--- src/rtl/rtc_cal_pkg.sv ---
package rtc_cal_pkg;

  localparam int IMG_W = 56;
  localparam logic [IMG_W-1:0] IMG_MASK = 56'hFF9F3F0F3F7F7F;

  typedef struct packed {
    logic [7:0] year;
    logic       test;
    logic [4:0] mon;
    logic [5:0] day;
    logic       fsel;
    logic [2:0] wday;
    logic [5:0] hour;
    logic [6:0] min;
    logic [6:0] sec;
  } cal_t;

  localparam cal_t CAL_RESET = '{year: 8'h00, test: 1'b0, mon: 5'h01, day: 6'h01,
                                 fsel: 1'b0, wday: 3'd1, hour: 6'h00, min: 7'h00,
                                 sec: 7'h00};

  function automatic logic [IMG_W-1:0] cal_to_img(input cal_t c);
    return {c.year, c.test, 2'b00, c.mon, 2'b00, c.day, 4'h0, c.fsel, c.wday,
            2'b00, c.hour, 1'b0, c.min, 1'b0, c.sec};
  endfunction

  function automatic cal_t img_to_cal(input logic [IMG_W-1:0] v);
    cal_t c;
    c.sec  = v[6:0];
    c.min  = v[14:8];
    c.hour = v[21:16];
    c.wday = v[26:24];
    c.fsel = v[27];
    c.day  = v[37:32];
    c.mon  = v[44:40];
    c.test = v[47];
    c.year = v[55:48];
    return c;
  endfunction

  function automatic logic is_leap(input logic [7:0] yr);
    logic [3:0] u;
    u = yr[3:0];
    if (yr[4]) return (u == 4'd2) || (u == 4'd6);
    return (u == 4'd0) || (u == 4'd4) || (u == 4'd8);
  endfunction

  function automatic logic [5:0] last_day(input logic [4:0] mon, input logic [7:0] yr);
    case (mon)
      5'h02:                      return is_leap(yr) ? 6'h29 : 6'h28;
      5'h04, 5'h06, 5'h09, 5'h11: return 6'h30;
      default:                    return 6'h31;
    endcase
  endfunction

endpackage

--- src/rtl/rtc_prescaler.sv ---
module rtc_prescaler #(
  parameter int DIV_W       = 15,
  parameter int HOLD_STAGES = 8
) (
  input  logic clk_i,
  input  logic rst_ni,
  input  logic hold_i,
  output logic tick_1hz_o,
  output logic tick_2hz_o
);
  localparam int HOLD_LO = (DIV_W > HOLD_STAGES) ? DIV_W - HOLD_STAGES : 0;
  localparam logic [DIV_W-1:0] KEEP = DIV_W'((64'd1 << HOLD_LO) - 64'd1);

  logic [DIV_W-1:0] div_q;

  always_ff @(posedge clk_i or negedge rst_ni) begin
    if (!rst_ni)     div_q <= '0;
    else if (hold_i) div_q <= (div_q + 1'b1) & KEEP;  // lower stages free-run
    else             div_q <= div_q + 1'b1;
  end

  assign tick_1hz_o = (&div_q) & ~hold_i;
  assign tick_2hz_o = (&div_q[DIV_W-2:0]) & ~hold_i;
endmodule

--- src/rtl/rtc_cal_next.sv ---
module rtc_cal_next
  import rtc_cal_pkg::*;
(
  input  cal_t cal_i,
  output cal_t cal_o
);
  logic wrap_s, wrap_m, wrap_h, wrap_d, wrap_mo;
  logic [5:0] eom;

  always_comb begin
    eom     = last_day(cal_i.mon, cal_i.year);
    wrap_s  = cal_i.sec  >= 7'h59;
    wrap_m  = wrap_s && (cal_i.min  >= 7'h59);
    wrap_h  = wrap_m && (cal_i.hour >= 6'h23);
    wrap_d  = wrap_h && (cal_i.day  >= eom);
    wrap_mo = wrap_d && (cal_i.mon  >= 5'h12);

    cal_o = cal_i;

    if (wrap_s)                  cal_o.sec = '0;
    else if (cal_i.sec[3:0] >= 4'd9) cal_o.sec = {cal_i.sec[6:4] + 3'd1, 4'd0};
    else                         cal_o.sec = {cal_i.sec[6:4], cal_i.sec[3:0] + 4'd1};

    if (wrap_s) begin
      if (wrap_m)                        cal_o.min = '0;
      else if (cal_i.min[3:0] >= 4'd9)   cal_o.min = {cal_i.min[6:4] + 3'd1, 4'd0};
      else                               cal_o.min = {cal_i.min[6:4], cal_i.min[3:0] + 4'd1};
    end

    if (wrap_m) begin
      if (wrap_h)                        cal_o.hour = '0;
      else if (cal_i.hour[3:0] >= 4'd9)  cal_o.hour = {cal_i.hour[5:4] + 2'd1, 4'd0};
      else                               cal_o.hour = {cal_i.hour[5:4], cal_i.hour[3:0] + 4'd1};
    end

    if (wrap_h) begin
      cal_o.wday = (cal_i.wday >= 3'd7) ? 3'd1 : cal_i.wday + 3'd1;
      if (wrap_d)                        cal_o.day = 6'h01;
      else if (cal_i.day[3:0] >= 4'd9)   cal_o.day = {cal_i.day[5:4] + 2'd1, 4'd0};
      else                               cal_o.day = {cal_i.day[5:4], cal_i.day[3:0] + 4'd1};
    end

    if (wrap_d) begin
      if (wrap_mo)                       cal_o.mon = 5'h01;
      else if (cal_i.mon[3:0] >= 4'd9)   cal_o.mon = 5'h10;
      else                               cal_o.mon = {cal_i.mon[4], cal_i.mon[3:0] + 4'd1};
    end

    if (wrap_mo) begin
      if (cal_i.year >= 8'h99)           cal_o.year = '0;
      else if (cal_i.year[3:0] >= 4'd9)  cal_o.year = {cal_i.year[7:4] + 4'd1, 4'd0};
      else                               cal_o.year = {cal_i.year[7:4], cal_i.year[3:0] + 4'd1};
    end
  end
endmodule

--- src/rtl/rtc_snapshot.sv ---
module rtc_snapshot #(
  parameter int W = 56
) (
  input  logic         clk_i,
  input  logic         rst_ni,
  input  logic         cap_i,
  input  logic [W-1:0] d_i,
  output logic [W-1:0] q_o
);
  always_ff @(posedge clk_i or negedge rst_ni) begin
    if (!rst_ni)    q_o <= '0;
    else if (cap_i) q_o <= d_i;
  end
endmodule

--- src/rtl/rtc_calendar.sv ---
module rtc_calendar
  import rtc_cal_pkg::*;
#(
  parameter int DIV_W       = 15,
  parameter int HOLD_STAGES = 8
) (
  input  logic             clk_i,
  input  logic             rst_ni,
  input  logic             hold_i,
  input  logic             load_i,
  input  logic [IMG_W-1:0] load_data_i,
  input  logic             snap_i,
  output logic [IMG_W-1:0] snap_o,
  output logic             tick_1hz_o,
  output logic             tick_2hz_o
);
  cal_t             cal_q, cal_nx;
  logic [IMG_W-1:0] live_img;

  rtc_prescaler #(.DIV_W(DIV_W), .HOLD_STAGES(HOLD_STAGES)) u_div (
    .clk_i, .rst_ni, .hold_i, .tick_1hz_o, .tick_2hz_o
  );

  rtc_cal_next u_next (.cal_i(cal_q), .cal_o(cal_nx));

  // load outranks the tick
  always_ff @(posedge clk_i or negedge rst_ni) begin
    if (!rst_ni)         cal_q <= CAL_RESET;
    else if (load_i)     cal_q <= img_to_cal(load_data_i);
    else if (tick_1hz_o) cal_q <= cal_nx;
  end

  assign live_img = cal_to_img(cal_q);

  rtc_snapshot #(.W(IMG_W)) u_snap (
    .clk_i, .rst_ni, .cap_i(snap_i), .d_i(live_img), .q_o(snap_o)
  );
endmodule

--- config.mk ---
export PLATFORM = sky130hd
export DESIGN_NAME = rtc_calendar
export DESIGN_NICKNAME = d
export VERILOG_FILES = /design/src/rtl/rtc_cal_pkg.sv /design/src/rtl/rtc_prescaler.sv /design/src/rtl/rtc_cal_next.sv /design/src/rtl/rtc_snapshot.sv /design/src/rtl/rtc_calendar.sv
export SDC_FILE = /design/constraint.sdc
export NUM_CORES = 1
export LEC_CHECK = 0
export BUFFER_PORTS_ARGS = -buffer_cell sky130_fd_sc_hd__buf_2
export CAP_MARGIN = 20
export CORE_ASPECT_RATIO = 1.5
export CORE_MARGIN = 2
export CORE_UTILIZATION = 51
export DETAILED_ROUTE_END_ITERATION = 16
export GPL_ROUTABILITY_DRIVEN = 0
export PLACE_DENSITY = 0.77
export SLEW_MARGIN = 40
export SYNTH_ARGS = -nofsm -noshare
export SYNTH_HDL_FRONTEND = slang
export SYNTH_HIERARCHICAL = 1
export SYNTH_SLANG_ARGS = --single-unit
--- constraint.sdc ---
create_clock -name clk_i -period 2.9 [get_ports clk_i]
set_input_delay 0.29 -clock clk_i [delete_from_list [all_inputs] [get_ports clk_i]]
set_output_delay 0.29 -clock clk_i [all_outputs]
set_load 0.02 [all_outputs]
==> flow_metrics.tcl <==
set metrics [dict create \
    r2r_setup_slack_ns -0.22 \
    first_pass_iters 6 \
    rsz0062_at_grt "yes" \
    netlist_area_um2 6640 \
    outcome "finished, violations left" \
    p_leak_uw 0.00373 \
    grt_pass1_vias 5362 \
    n_antenna_cell 0 \
    worst_ep_required_time_ns 3.22 \
    antenna_found_initial 0 \
    critical_path_class "reg -> reg" \
    placementRows 51 \
    finClkSkew_ns 0.0119 \
    yosysUniqueCellTypes 59 \
    ant_nets 0 \
    cts_num_sinks 115 \
    synth.ff_latch_count 115 \
    die_w_um 97.1 \
    clk_path_buf_depth 2 \
    finalWorstSetupSlack_ns -0.220 \
    grt_overflow 0 \
    finalSetupViolations 17 \
    tightest_slew_ns 0.690 \
    htreeDepth 4 \
    cp-startpoint "cal_q[37]$_DFFE_PN0P_" \
    drive_gt1_share_pct 34.0 \
    via_per_inst 5.76 \
    ir_worst_vdd_uv 339 \
    post-route-drc-count 0 \
    violations "negative setup slack" \
    tritoncts "done" \
    synth_edf_count 0 \
    slew_headroom_pct 54.0 \
    finalCriticalPeriod_ns 3.12 \
    worst_path_dominant_cell_family "compound AO/OA/AOI/OAI gates" \
    via_count 5331 \
    grt_usage_pct 22.6 \
    start_util_pct 51.7 \
    max_stage_delay_ns 0.40 \
    period_share_pct 108 \
    nets 852 \
    critPathArrivalTime_ns 3.44 \
    hold_viol 0 \
    clk_latency_ns 0.41 \
    r2r_start "cal_q[37]$_DFFE_PN0P_" \
    netlist_instances 618 \
    postSynth.asyncResetShare_pct 100 \
    worst-path-max-fanout 5 \
    cap_violations 0 \
    hp-class "in -> reg" \
    first_iter_violations 311 \
    min-delay-start "load_data_i[24]" \
    wire_per_inst_um 17.5 \
    path_buf_inv 2 \
    avgSynthCellArea_um2 10.7 \
    grt_max_degree 116 \
    io_buffers 106 \
    pre_cts_slack_ns -0.184 \
    core_area_um2 12800 \
    io_pins 119 \
    ys_seq_area_share_pct 43.4 \
    cts_buffers 17 \
    grt_pass1_wl_um 25600 \
    die_h_um 144 \
    fillers 1012 \
    endpoint_kind "register" \
    cp_slowest_cell "dfrtp_1" \
    root_buffer "clkbuf_16" \
    synth_ff_type "dfrtp_1" \
    dp_hpwl_um 10500 \
    area_delta_synth_final_pct 22.6 \
    wirelength_um 16200 \
    finish.utilization_pct 63.4 \
    timing.fmax_mhz 321 \
    yosysWarnings 6 \
    die_area_um2 14000 \
    clk_pin_slew_ns 0.05 \
    drv_slew 0 \
    cp-start-kind "register" \
    cp_cell_sequence "inv_2, ha_4, nand2b_4, a21boi_4, o221ai_2, a21oi_1, a31oi_1, ha_2, nor4b_2, o211ai_1, nand4_1, buf_6, nor3_2, a2bb2oi_2, mux2i_1, o21ai_0" \
    p_per_area_nw_per_um2 603 \
]
-- placed cells by master (no fill, tap or decap), drive strengths merged, types with 6 or more instances in the layout --
master and count:
nor3 8, conb 12, nand3 22, o31ai 10, dfrtp 112, mux2i 46
inv 26, nand2 70, nand4 6, ha 35, mux2 59, clkbuf 21
nor2 31, o21ai 79, buf 137, a21oi 16
-- final timing paths --
path,endpoint,cells past startpoint
min reg2reg,u_div/div_q[0]$_DFF_PN0_,1
min,cal_q[20]$_DFFE_PN1P_,3
max in group asynchronous,cal_q[15]$_DFFE_PN0P_,3
min in group asynchronous,u_snap/q_o[46]$_DFFE_PN0P_,3
max,cal_q[43]$_DFFE_PN0P_,16
max reg2reg,cal_q[43]$_DFFE_PN0P_,16
-- stage by stage --
stage | cell area (µm²) | power, µW | instances | hold WS, ns | setup TNS [ns]
floorplan | 6680 | 2490 | 629 | -0.00559 | 0
global placement | 7340 | 2760 | 885 | 0.422 | -0.305
detailed placement | 7340 | 2810 | 885 | 0.430 | -1.90
CTS | 7970 | 4900 | 917 | 0.0766 | 0
global route | 8140 | 5120 | 926 | 0.0934 | -3.82
finish | 8140 | 4900 | 926 | 0.0848 | -1.70
-- cell usage after synthesis (3+ instances only) --
library cell / number / share of area [%]
dfrtp_1: 112 / 42
nand2_1: 70 / 4.0
mux2i_1: 46 / 6.9
o21ai_1: 42 / 3.2
mux2_4: 41 / 9.3
o21ai_0: 36 / 2.7
ha_1: 35 / 6.6
nor2_1: 31 / 1.8
inv_1: 26 / 1.5
nand3_1: 20 / 1.5
mux2_2: 18 / 3.1
a21oi_1: 16 / 1.2
buf_2: 8 / 0.60
buf_6: 8 / 1.4
o31ai_1: 8 / 0.91
clkbuf_1: 6 / 0.34
nand4_1: 6 / 0.57
nor3_1: 6 / 0.45
xnor2_1: 5 / 0.66
xor2_1: 5 / 0.66
buf_12: 4 / 1.2
nor2b_1: 4 / 0.38
a21boi_0: 3 / 0.34
a31oi_1: 3 / 0.28
a41oi_1: 3 / 0.40
and3_1: 3 / 0.28
buf_4: 3 / 0.34
dfstp_2: 3 / 1.2
nand2b_1: 3 / 0.28
nand4b_1: 3 / 0.40
nor4_1: 3 / 0.28
-- worst register-to-register path, cell delays in order, from the launching register on --
cell and delay (ns):
dfrtp_1 0.40, inv_2 0.07, ha_4 0.17, nand2b_4 0.07, a21boi_4 0.18, o221ai_2 0.10, a21oi_1 0.21, a31oi_1 0.07
ha_2 0.33, nor4b_2 0.04, o211ai_1 0.30, nand4_1 0.23, buf_6 0.20, nor3_2 0.22, a2bb2oi_2 0.18, mux2i_1 0.09
o21ai_0 0.18
-- power breakdown --
| part | leakage (µW) | switching [µW] | total [µW] | internal (µW) |
|---|---|---|---|---|
| sequential | 0.00140 | 154 | 1920 | 1760 |
| combinational | 0.00205 | 517 | 927 | 410 |
| clock | 0.000279 | 719 | 2060 | 1340 |
-- flip-flops by register name, indices dropped and copies added, names as in the netlist --
register and count:
cal_q 44, u_snap/q_o 56, u_div/div_q 15
-- repair_timing --
item / CTS / global route
endpoints found under the hold margin: 6 / 0
resized for setup: 9 / 23
hold buffers: 1 / 0
setup buffers: 1 / 8
pin swaps: 2 / 10
setup endpoints to repair: 18 / 19
gates cloned: 0 / 1
-- logic make-up after synthesis --
family,count (synthesis),share of synthesized area (%)
fa+ha+maj,35,6.60
other cells,1,0.0565
flops,115,43.4
simple gates,167,12.3
mux,105,19.3
xor+xnor,10,1.32
compound gates,129,11.6
buf+inv,56,5.39
-- routing by layer --
layer | vias to the layer above | global-route usage (%) | part of all wire (%)
li1 | 2466 | - | -
met1 | 2600 | 24.9 | 39
met2 | 218 | 41.3 | 53
met3 | 47 | 5.93 | 5.8
met4 | 0 | 9.19 | 2.7
met5 | - | 0 | 0
-- final cells by class --
| class | count | area (µm²) | share of cell area, % |
|---|---|---|---|
| Timing Repair Buffer | 138 | 812 | 9.98 |
| Clock inverter | 9 | 105 | 1.29 |
| Sequential cell | 115 | 2880 | 35.4 |
| Clock buffer | 21 | 480 | 5.90 |
| Multi-Input combinational cell | 458 | 3560 | 43.8 |
| Inverter | 26 | 97.6 | 1.20 |
| Tap cell | 159 | 199 | 2.45 |
Note: power is estimated with default switching activity, not from simulation.
